### src/rtl/strap_pkg.sv
package strap_pkg;

    typedef enum logic [1:0] {
        TIE_GND = 2'b00,
        TIE_SUP = 2'b01,
        TIE_SDA = 2'b10,
        TIE_SCL = 2'b11
    } pin_tie_e;

    typedef enum logic {
        ST_IDLE   = 1'b0,
        ST_WINDOW = 1'b1
    } bus_state_e;

    function automatic pin_tie_e classify_tie(
        input logic sda_all, input logic sda_moved,
        input logic scl_all, input logic scl_moved,
        input logic level
    );
        if (sda_all && sda_moved)      return TIE_SDA;
        else if (scl_all && scl_moved) return TIE_SCL;
        else if (level)                return TIE_SUP;
        else                           return TIE_GND;
    endfunction

endpackage

### src/rtl/strap_bus_tracker.sv
module strap_bus_tracker
    import strap_pkg::*;
(
    input  logic clk,
    input  logic rst_n,
    input  logic sda_i,
    input  logic scl_i,
    output logic start_o,
    output logic commit_o,
    output logic in_win_o,
    output logic sda_chg_o,
    output logic scl_chg_o
);

    bus_state_e state_q, state_d;
    logic       sda_d, scl_d;
    logic       start_cond, stop_cond;

    always_ff @(posedge clk or negedge rst_n) begin
        if (!rst_n) begin
            sda_d <= 1'b1;
            scl_d <= 1'b1;
        end else begin
            sda_d <= sda_i;
            scl_d <= scl_i;
        end
    end

    assign start_cond = scl_i & scl_d & sda_d & ~sda_i;
    assign stop_cond  = scl_i & scl_d & ~sda_d & sda_i;

    always_comb begin
        state_d = state_q;
        unique case (state_q)
            ST_IDLE:   if (start_cond) state_d = ST_WINDOW;
            ST_WINDOW: if (stop_cond)  state_d = ST_IDLE;
            default:   state_d = ST_IDLE;
        endcase
    end

    always_ff @(posedge clk or negedge rst_n) begin
        if (!rst_n) state_q <= ST_IDLE;
        else        state_q <= state_d;
    end

    always_comb begin
        start_o   = start_cond;
        commit_o  = 1'b0;
        in_win_o  = 1'b0;
        sda_chg_o = sda_i ^ sda_d;
        scl_chg_o = scl_i ^ scl_d;
        unique case (state_q)
            ST_IDLE: ;
            ST_WINDOW: begin
                in_win_o = 1'b1;
                commit_o = stop_cond;
            end
            default: ;
        endcase
    end

endmodule

### src/rtl/strap_pin_correlator.sv
module strap_pin_correlator
    import strap_pkg::*;
(
    input  logic       clk,
    input  logic       rst_n,
    input  logic       pin_i,
    input  logic       sda_i,
    input  logic       scl_i,
    input  logic       start_i,
    input  logic       in_win_i,
    input  logic       commit_i,
    input  logic       sda_chg_i,
    input  logic       scl_chg_i,
    output logic [1:0] code_o,
    output logic       learned_o
);

    logic       all_sda_q, all_scl_q, mv_sda_q, mv_scl_q;
    logic       all_sda_n, all_scl_n, mv_sda_n, mv_scl_n;
    logic [1:0] code_q;
    logic       learned_q;

    assign all_sda_n = all_sda_q & (pin_i == sda_i);
    assign all_scl_n = all_scl_q & (pin_i == scl_i);
    assign mv_sda_n  = mv_sda_q | sda_chg_i;
    assign mv_scl_n  = mv_scl_q | scl_chg_i;

    always_ff @(posedge clk or negedge rst_n) begin
        if (!rst_n) begin
            all_sda_q <= 1'b0;
            all_scl_q <= 1'b0;
            mv_sda_q  <= 1'b0;
            mv_scl_q  <= 1'b0;
        end else if (start_i) begin
            all_sda_q <= (pin_i == sda_i);
            all_scl_q <= (pin_i == scl_i);
            mv_sda_q  <= 1'b0;
            mv_scl_q  <= 1'b0;
        end else if (in_win_i) begin
            all_sda_q <= all_sda_n;
            all_scl_q <= all_scl_n;
            mv_sda_q  <= mv_sda_n;
            mv_scl_q  <= mv_scl_n;
        end
    end

    always_ff @(posedge clk or negedge rst_n) begin
        if (!rst_n) begin
            code_q    <= TIE_SUP;
            learned_q <= 1'b0;
        end else if (commit_i && !start_i) begin
            code_q    <= classify_tie(all_sda_n, mv_sda_n, all_scl_n, mv_scl_n, pin_i);
            learned_q <= 1'b1;
        end
    end

    assign code_o    = learned_q ? code_q : {1'b0, pin_i};
    assign learned_o = learned_q;

endmodule

### src/rtl/strap_cfg_map.sv
module strap_cfg_map
    import strap_pkg::*;
#(
    parameter int NUM_PINS = 2,
    parameter int GROUP    = 2,
    localparam int ADDR_W  = 2 * NUM_PINS,
    localparam int CFG_W   = NUM_PINS * GROUP
) (
    input  logic [ADDR_W-1:0] codes_i,
    output logic [ADDR_W-1:0] addr_o,
    output logic [CFG_W-1:0]  pullup_en_o,
    output logic [CFG_W-1:0]  out_dflt_o
);

    for (genvar p = 0; p < NUM_PINS; p++) begin : g_pin
        logic active;
        assign active = (codes_i[2*p +: 2] != TIE_GND);
        assign addr_o[2*p +: 2] = codes_i[2*p +: 2];
        for (genvar g = 0; g < GROUP; g++) begin : g_port
            assign pullup_en_o[p*GROUP + g] = active;
            assign out_dflt_o[p*GROUP + g]  = active;
        end
    end

endmodule

### src/rtl/strap_addr_decoder.sv
module strap_addr_decoder
    import strap_pkg::*;
#(
    parameter int NUM_PINS = 2,
    parameter int GROUP    = 2,
    localparam int ADDR_W  = 2 * NUM_PINS,
    localparam int CFG_W   = NUM_PINS * GROUP
) (
    input  logic              clk,
    input  logic              rst_n,
    input  logic              sda_i,
    input  logic              scl_i,
    input  logic [NUM_PINS-1:0] strap_i,
    output logic [ADDR_W-1:0] addr_o,
    output logic [CFG_W-1:0]  pullup_en_o,
    output logic [CFG_W-1:0]  out_dflt_o
);

    logic                start_p, commit_p, in_win, sda_chg, scl_chg;
    logic [ADDR_W-1:0]   codes;
    logic [NUM_PINS-1:0] learned;

    strap_bus_tracker u_trk (
        .clk       (clk),
        .rst_n     (rst_n),
        .sda_i     (sda_i),
        .scl_i     (scl_i),
        .start_o   (start_p),
        .commit_o  (commit_p),
        .in_win_o  (in_win),
        .sda_chg_o (sda_chg),
        .scl_chg_o (scl_chg)
    );

    for (genvar p = 0; p < NUM_PINS; p++) begin : g_corr
        strap_pin_correlator u_corr (
            .clk       (clk),
            .rst_n     (rst_n),
            .pin_i     (strap_i[p]),
            .sda_i     (sda_i),
            .scl_i     (scl_i),
            .start_i   (start_p),
            .in_win_i  (in_win),
            .commit_i  (commit_p),
            .sda_chg_i (sda_chg),
            .scl_chg_i (scl_chg),
            .code_o    (codes[2*p +: 2]),
            .learned_o (learned[p])
        );
    end

    strap_cfg_map #(.NUM_PINS(NUM_PINS), .GROUP(GROUP)) u_map (
        .codes_i     (codes),
        .addr_o      (addr_o),
        .pullup_en_o (pullup_en_o),
        .out_dflt_o  (out_dflt_o)
    );

endmodule

### config.mk
export PLATFORM = sky130hd
export DESIGN_NAME = strap_addr_decoder
export DESIGN_NICKNAME = d
export VERILOG_FILES = /design/src/rtl/strap_pkg.sv /design/src/rtl/strap_bus_tracker.sv /design/src/rtl/strap_pin_correlator.sv /design/src/rtl/strap_cfg_map.sv /design/src/rtl/strap_addr_decoder.sv
export SDC_FILE = /design/constraint.sdc
export NUM_CORES = 1
export LEC_CHECK = 0
export CORE_MARGIN = 10
export CORE_UTILIZATION = 34
export DETAILED_ROUTE_END_ITERATION = 7
export GPL_TIMING_DRIVEN = 0
export PLACE_DENSITY = 0.58
export REMOVE_ABC_BUFFERS = 1
export SYNTH_ARGS = -nofsm -noshare
export SYNTH_HDL_FRONTEND = slang
export SYNTH_HIERARCHICAL = 1
export SYNTH_SLANG_ARGS = --single-unit
export TNS_END_PERCENT = 1
### constraint.sdc
create_clock -name clk -period 1.8 [get_ports clk]
set_input_delay 0.45 -clock clk [delete_from_list [all_inputs] [get_ports clk]]
set_output_delay 0.45 -clock clk [all_outputs]
set_load 0.1 [all_outputs]
==> reports/results.tsv, run 1 <==
metric	value	unit
Rel. slew slack	50.5	%
Worst EP required	1.35	ns
CTS sink count	17	
# rows	18	
Final Skew	0.00579	ns
Tot GR Track Use	7.05	%
number of max-cap violations	0	
Hold Path Cell Cnt	1	
Final Worst Setup Slack	-0.162	ns
synthesis-to-finish area growth	22.1	%
first-pass GRT wire length	2940	um
Die Wd	71.2	um
Die Ht	71.2	um
Worst path slowest cell	mux2_1	
antenna cell count	0	
CP peak stage delay	0.31	ns
Worst Setup Start Kind	input port	
met3 GRT Util	2.23	%
GRT met1 Usage	7.39	%
Mapped Avg Cell Area	10.1	um^2
initial core utilization	35.9	%
cts hold-fix bufs	0	
most common cell in the netlist	dfrtp_1	
Async S/R FF share, synth	100	%
num ports	18	
M2 GR Usage	11.6	%
nets	105	
Power Density	1440	nW/um^2
Top FF cell, synth	dfrtp_1	
RSZ-0062 raised after global routing	true	
vias in the first global route	658	
final worst path period share	109	%
GPL Wtd Cong	0.723	
IO Port Bufs	17	
run status	finished with violations	
DRC viols	0	
Synth Warn #	6	
initial antenna violation count	0	
Post-Layout Inst Area	1090	um^2
Max Fclk	0.510	GHz
minimum clock period after layout	1.96	ns
Worst EP arrival	1.51	ns
Netlist Area Pre-Place	890	um^2
Clk Latency, worst-skew pair	0.29	ns
gr busiest metal	met2	
EDFF count, synth	0	
Synth top area share	36.6	%
Max Root-Sink Buffers	2	
failing checks	negative setup slack	
top post-synthesis cells by area	dfrtp_1, dfstp_2, buf_4	
Slew Limit Fails	0	
H-tree depth	1	
initial DRC count	23	
most frequent cells after synthesis	dfrtp_1, buf_4, nor2_1, a21oi_1, xor2_1	
#FFs+latches synth	17	
R2R depth	5	
worst slew pin tran	0.741	ns
final setup vio count	9	
root buf cell	clkbuf_4	
post-DR vias/cell	4.83	
Seq/Total Area, Yosys	48.4	%
area leader, netlist	dfrtp_1	
Post-Synthesis Cells	88	
die footprint	5060	um^2
total CTS buffers	3	
Setup crit end kind	output port	
endpoints failing hold	0	
Pleak	0.498	nW
wire length per cell	12.9	um
dpl hpwl	1300	um
min-delay worst type	in2reg	
Post-DP Area	1010	um^2
peak supply drop	0.000926	V
Detail Route Antenna Nets	0	
routed via count	613	
CP Class	in2out	
Reg area	430	um^2
Post-CTS Setup Bufs	0	
core footprint	2480	um^2
Place WS	-1.16	ns
share of layout cells above drive strength 1	30.9	%
footprint of the multi-input gates	375	um^2
worst path cell trace	dlygate4sd2_1 -> mux2_1 -> or2_4 -> buf_8	
first-pass iteration count of the detailed router	2	
pin count of the biggest net entering global routing	18	
clk slew on worst S/H paths	0.10	ns
synth unique cells	21	
CP Max Fanout	4	
gr ovfl total	0	
# fillers	253	
Detailed Route WL	1640	um
CTS tree	built	
## worst max-delay path: cells and delay by family
family,cells,cell delay [ns]
buffers and inverters,2,0.46
muxes,1,0.31
and+or+nand+nor,1,0.28
## power breakdown
part	leakage [nW]	internal [W]	total [W]	switching (W)
registers	0.204	0.000468	0.000510	0.0000420
logic	0.276	0.000260	0.000850	0.000591
clock network	0.0177	0.0000825	0.000201	0.000119
total	0.498	0.000810	0.00156	0.000751
## metrics by stage
step	power, W	hold WS [ns]	util, %	cells	TNS (ns)
detailed placement	0.00128	0.470	40.7	123	-16.03
finish	0.00156	0.402	43.8	127	-1.23
global route	0.00165	0.398	43.8	127	-1.62
CTS	0.00157	0.489	43.5	127	-1.46
floorplan	0.00110	0.154	-	76	-20.54
global placement	0.00127	0.466	40.7	123	-16.03
## registers in the layout (all words and copies together) (netlist names)
name                     count
g_corr.u_corr/all_scl_q      2
g_corr.u_corr/all_sda_q      2
g_corr.u_corr/code_q         4
g_corr.u_corr/learned_o      2
g_corr.u_corr/mv_scl_q       2
g_corr.u_corr/mv_sda_q       2
u_trk/scl_d                  1
u_trk/sda_d                  1
u_trk/state_q                1
## layer usage
layer | routed length (um) | vias up | part of all wire (%)
met5 | 0 | - | 0
met4 | 34 | 0 | 2.1
met3 | 67 | 2 | 4.1
met2 | 853 | 14 | 52
met1 | 686 | 296 | 42
li1 | - | 301 | -
## logic make-up after synthesis
family / Yosys count / share of synthesized area [%]
and+or+nand+nor: 28 / 16.2
AOI/OAI and AO/OA: 22 / 16.0
DFF: 17 / 48.4
buffers and inverters: 13 / 10.5
xor gates and xnor gates: 5 / 4.92
muxes: 2 / 2.53
adders and majority gates: 1 / 1.41
## path summary, 6_finish.rpt
check	startpoint	end	slack [ns]
worst max-delay path	strap_i[0]	pullup_en_o[0]	-0.16
worst min-delay path	sda_i	u_trk/sda_d	0.40
worst max register to register	u_trk/scl_d	g_corr[1].u_corr/code_q[0]	0.27
worst min register to register	g_corr[0].u_corr/code_q[0]	g_corr[0].u_corr/code_q[0]	0.49
max in group asynchronous	rst_n	u_trk/state_q	0.74
min in group asynchronous	rst_n	g_corr[0].u_corr/mv_sda_q	0.59
## cell usage in the layout, fill, tap and decap left out, drive strengths merged, types with 2 or more instances in the layout
| master | count |
|---|---|
| dfrtp | 13 |
| dlygate4sd2 | 3 |
| xor2 | 5 |
| a21oi | 10 |
| o22a | 2 |
| nand2 | 5 |
| or2 | 4 |
| buf | 11 |
| o31ai | 2 |
| dfstp | 4 |
| and2 | 2 |
| o21ba | 2 |
| nor2 | 11 |
| o21ai | 6 |
| clkbuf | 4 |
| mux2 | 2 |
| nand2b | 4 |
## area by class of cell
class                      count  share of cell area, %
clock inverter                 1                  0.461
tap                           30                   3.46
clock buffer                   3                   2.07
multi-input combinational     58                   34.6
inverter                       1                  0.346
sequential                    17                   39.6
timing repair buffer          17                   19.5
## repair_timing
action                     in CTS  in global routing
pin swaps                       1                  1
setup endpoints to repair      21                 13
gates resized for setup        92                  5
Note: power is estimated with default switching activity, not from simulation.
==> run 2, diff against run 1 <==
CORE_ASPECT_RATIO = 1.2   (was unset)
SETUP_SLACK_MARGIN = 0.05   (was unset)
SKIP_LAST_GASP = 1   (was unset)
==> reports/results.tsv, run 2 (same netlist as run 1, synthesis figures left out) <==
metric	value	unit	change
run status	finished with violations		
failing checks	negative setup slack		
initial core utilization	35.2	%	-0.71 points
synthesis-to-finish area growth	28.0	%	
min-delay worst type	reg2reg		
initial antenna violation count	0		unchanged
largest reg by FF count	g_corr.u_corr/code_q		
CP Max Fanout	4		unchanged
Worst EP required	1.35	ns	about the same
vias in the first global route	636		-3.3%
CTS tree	built		
final worst path period share	109	%	-0.33 points
clk slew on worst S/H paths	0.10	ns	about the same
number of max-cap violations	0		unchanged
Detail Route Antenna Nets	0		unchanged
final setup vio count	19		+10
Detailed Route WL	1790	um	+8.8%
Final Worst Setup Slack	-0.156	ns	+0.00587 ns
wire length per cell	13.5	um	+4.7%
CP Class	in2out		
pin count of the biggest net entering global routing	18		unchanged
share of layout cells above drive strength 1	32.3	%	+1.4 points
DRC viols	0		unchanged
first-pass iteration count of the detailed router	2		unchanged
cts hold-fix bufs	0		unchanged
num ports	18		unchanged
max reg flops	4		unchanged
Final Skew	0.00367	ns	-0.00211 ns
Max Fclk	0.511	GHz	+0.30%
R2R depth	5		unchanged
Tot GR Track Use	7.15	%	+0.10 points
Die Wd	66.7	um	-6.3%
footprint of the multi-input gates	379	um^2	+1.0%
commonest non-fill, non-tap cell in the layout	dfrtp_1		
die footprint	5070	um^2	+0.17%
Pleak	0.500	nW	+0.28%
GPL Wtd Cong	0.726		+0.48%
gr ovfl total	0		unchanged
Clk Latency, worst-skew pair	0.28	ns	about the same
Reg area	430	um^2	unchanged
post-DR vias/cell	4.67		-3.3%
most frequent cells in the layout	dfrtp_1, nor2_1, a21oi_1		
Slew Limit Fails	0		unchanged
# rows	20		+2
minimum clock period after layout	1.96	ns	-0.00587 ns
Rel. slew slack	49.4	%	-1.1 points
routed via count	616		+0.49%
setup TNS	-1.70	ns	-0.468 ns
initial DRC count	10		-57%
# fillers	234		-7.5%
dpl hpwl	1240	um	-4.2%
IO Port Bufs	17		unchanged
first-pass GRT wire length	2910	um	-0.95%
endpoints failing hold	0		unchanged
RSZ-0062 raised after global routing	true		
Layout Utilization	45.0	%	+1.2 points
Max Root-Sink Buffers	2		unchanged
Worst Setup Start Kind	input port		
Worst EP arrival	1.51	ns	about the same
peak supply drop	0.000643	V	-31%
Die Ht	76.0	um	+6.9%
total CTS buffers	3		unchanged
root buf cell	clkbuf_4		
H-tree depth	1		unchanged
core footprint	2530	um^2	+2.0%
antenna cell count	0		unchanged
Power Density	1420	nW/um^2	-1.2%
nets	107		+1.9%
Hold Path Cell Cnt	2		+1
CTS sink count	17		unchanged
worst slew pin tran	0.757	ns	+0.0161 ns
Setup crit end kind	output port		
==> run 2: metrics by stage <==
step / instance area (um^2) / worst slack (ns) / hold WS (ns) / total power (W) / cells
2_1_floorplan: 800 / -2.57 / 0.154 / 0.00110 / 76
3_3_place_gp: 1010 / -1.15 / 0.465 / 0.00127 / 126
3_5_place_dp: 1010 / -1.17 / 0.468 / 0.00128 / 126
4_1_cts: 1090 / -0.156 / 0.491 / 0.00157 / 130
5_1_grt: 1140 / -0.196 / 0.501 / 0.00171 / 132
6_report: 1140 / -0.156 / 0.484 / 0.00162 / 132
==> run 2: path summary, 6_finish.rpt <==
path,start,to,slack (ns)
max,strap_i[1],out_dflt_o[3],-0.16
min,g_corr[1].u_corr/code_q[1],g_corr[1].u_corr/code_q[1],0.48
max reg2reg,u_trk/scl_d,g_corr[0].u_corr/code_q[0],0.26
min reg2reg,g_corr[1].u_corr/code_q[1],g_corr[1].u_corr/code_q[1],0.48
max in group asynchronous,rst_n,g_corr[0].u_corr/all_scl_q,0.72
min in group asynchronous,rst_n,g_corr[1].u_corr/all_scl_q,0.61
==> run 2: per-layer routing <==
metal / track usage (%) / part of all wire (%) / up-vias
met5: 0 / 0 / -
met4: 5.04 / 1.9 / 0
met3: 2.35 / 8.9 / 2
met2: 9.70 / 42 / 19
met1: 9.04 / 47 / 285
li1: - / - / 310
==> run 2: worst max-delay path, cell delays in order <==
cell	delay (ns)
clkdlybuf4s15_1	0.25
mux2_4	0.31
or2_4	0.31
buf_12	0.18
==> run 2: timing repair <==
action | 4_1_cts | 5_1_grt
pin swaps | 1 | 2
resized for setup | 89 | 8
hold endpoints to repair | 0 | 0
endpoints found under the setup margin | 22 | 22
buffers inserted | 0 | 2
==> run 2: power breakdown <==
| part | internal [W] | switching (W) |
|---|---|---|
| clock | 0.0000858 | 0.000111 |
| sequential | 0.000468 | 0.0000456 |
| combinational | 0.000305 | 0.000602 |
==> run 2: layout make-up <==
type / count / area share [%]
inverter: 1 / 0.330
tap: 33 / 3.63
timing repair buffer: 19 / 22.6
clock buffer: 4 / 2.31
multi-input combinational: 58 / 33.3
sequential: 17 / 37.8
==> run 3, diff against run 2 <==
SETUP_SLACK_MARGIN = unset   (was 0.05)
clock period = 2.5 ns   (was 1.8 ns; I/O delays follow)
==> reports/results.tsv, run 3 (same netlist as run 1, synthesis figures left out) <==
metric	value	unit	change
Worst Setup Start Kind	input port		
number of max-cap violations	0		unchanged
post-DR vias/cell	4.71		+0.88%
Worst EP arrival	1.94	ns	+0.43 ns
first-pass GRT wire length	2890	um	-0.69%
H-tree depth	1		unchanged
RSZ-0062 raised after global routing	true		
run status	finished with violations		
Hold Path Cell Cnt	2		unchanged
worst slew pin tran	0.971	ns	+0.214 ns
IO Port Bufs	17		unchanged
Final Worst Setup Slack	-0.0657	ns	+0.0904 ns
largest reg by FF count	g_corr.u_corr/code_q		
Place WS	-0.816	ns	+0.350 ns
Detail Route Antenna Nets	0		unchanged
first-pass iteration count of the detailed router	4		+2
wire length per cell	12.8	um	-5.3%
synthesis-to-finish area growth	17.6	%	
peak supply drop	0.000453	V	-30%
root buf cell	clkbuf_4		
Post-CTS Setup Bufs	0		unchanged
CTS tree	built		
Power Density	1020	nW/um^2	-28%
final setup vio count	10		-9
commonest non-fill, non-tap cell in the layout	dfrtp_1		
die footprint	5070	um^2	unchanged
max reg flops	4		unchanged
clk slew on worst S/H paths	0.10	ns	about the same
num ports	18		unchanged
initial DRC count	26		+16
routed via count	612		-0.65%
Setup crit end kind	output port		
GPL Wtd Cong	0.726		unchanged
endpoints failing hold	0		unchanged
CP Class	in2out		
CP Max Fanout	4		unchanged
setup TNS	-0.533	ns	+1.17 ns
antenna cell count	0		unchanged
core footprint	2530	um^2	unchanged
Clk Latency, worst-skew pair	0.28	ns	about the same
cts hold-fix bufs	0		unchanged
initial antenna violation count	0		unchanged
pin count of the biggest net entering global routing	18		unchanged
Final Skew	0.00248	ns	-0.00120 ns
Rel. slew slack	35.1	%	-14 points
Worst EP required	1.88	ns	+0.53 ns
Max Root-Sink Buffers	2		unchanged
failing checks	negative setup slack		
share of layout cells above drive strength 1	24.7	%	-7.6 points
min-delay worst type	reg2reg		
Tot GR Track Use	7.09	%	-0.058 points
total CTS buffers	3		unchanged
# fillers	256		+9.4%
Die Ht	76.0	um	unchanged
vias in the first global route	630		-0.94%
Max Fclk	0.390	GHz	
Die Wd	66.7	um	unchanged
Detailed Route WL	1670	um	-6.8%
final worst path period share	103	%	
r2r setup slk	0.85	ns	+0.59 ns
most frequent cells in the layout	dfrtp_1, nor2_1, a21oi_1		
CTS sink count	17		unchanged
dpl hpwl	1240	um	unchanged
minimum clock period after layout	2.57	ns	
Slew Limit Fails	0		unchanged
Pleak	0.478	nW	-4.3%
gr ovfl total	0		unchanged
initial core utilization	35.2	%	unchanged
# rows	20		unchanged
R2R depth	5		unchanged
Resized Gates After CTS	62		-30%
DRC viols	0		unchanged
nets	105		-1.9%
[run 3: worst paths after layout]
kind	from	to
min in group asynchronous	rst_n	g_corr[1].u_corr/learned_o
min reg2reg	g_corr[1].u_corr/code_q[1]	g_corr[1].u_corr/code_q[1]
max	strap_i[1]	out_dflt_o[3]
max in group asynchronous	rst_n	g_corr[0].u_corr/all_scl_q
min	g_corr[1].u_corr/code_q[1]	g_corr[1].u_corr/code_q[1]
max reg2reg	u_trk/scl_d	g_corr[0].u_corr/code_q[0]
[run 3: report_power, final]
group          internal [W]  switching, W
combinational      0.000138      0.000415
sequential         0.000337     0.0000317
clock             0.0000618     0.0000811
total              0.000537      0.000527
[run 3: per-stage QoR]
step / area [um^2] / std cells / power (W) / hold slack, ns / util (%)
2_1_floorplan: 800 / 76 / 0.000790 / 0.329 / -
3_3_place_gp: 1010 / 126 / 0.000913 / 0.465 / 40.0
3_5_place_dp: 1010 / 126 / 0.000919 / 0.468 / 40.0
4_1_cts: 1040 / 130 / 0.00108 / 0.491 / 41.3
5_1_grt: 1050 / 130 / 0.00113 / 0.500 / 41.4
6_report: 1050 / 130 / 0.00106 / 0.484 / 41.4
[run 3: layer usage]
metal  track usage, %  vias up  share of wire (%)
met3             2.65        2                9.2
met4             5.04        0                2.0
met5                0        -                  0
met1             9.04      280                 49
met2             9.32       22                 40
li1                 -      308                  -
[run 3: critical path, cell delays in order]
cell,delay [ns]
clkdlybuf4s50_1,0.48
mux2_1,0.32
or2_1,0.26
buf_4,0.25
[run 3: layout make-up]
type	count	area, um^2	share of cell area [%]
Clock buffer	4	26.3	2.51
Timing Repair Buffer	17	176	16.9
Sequential cell	17	430	41.1
Multi-Input combinational cell	58	368	35.2
Tap cell	33	41.3	3.95
Inverter	1	3.75	0.359
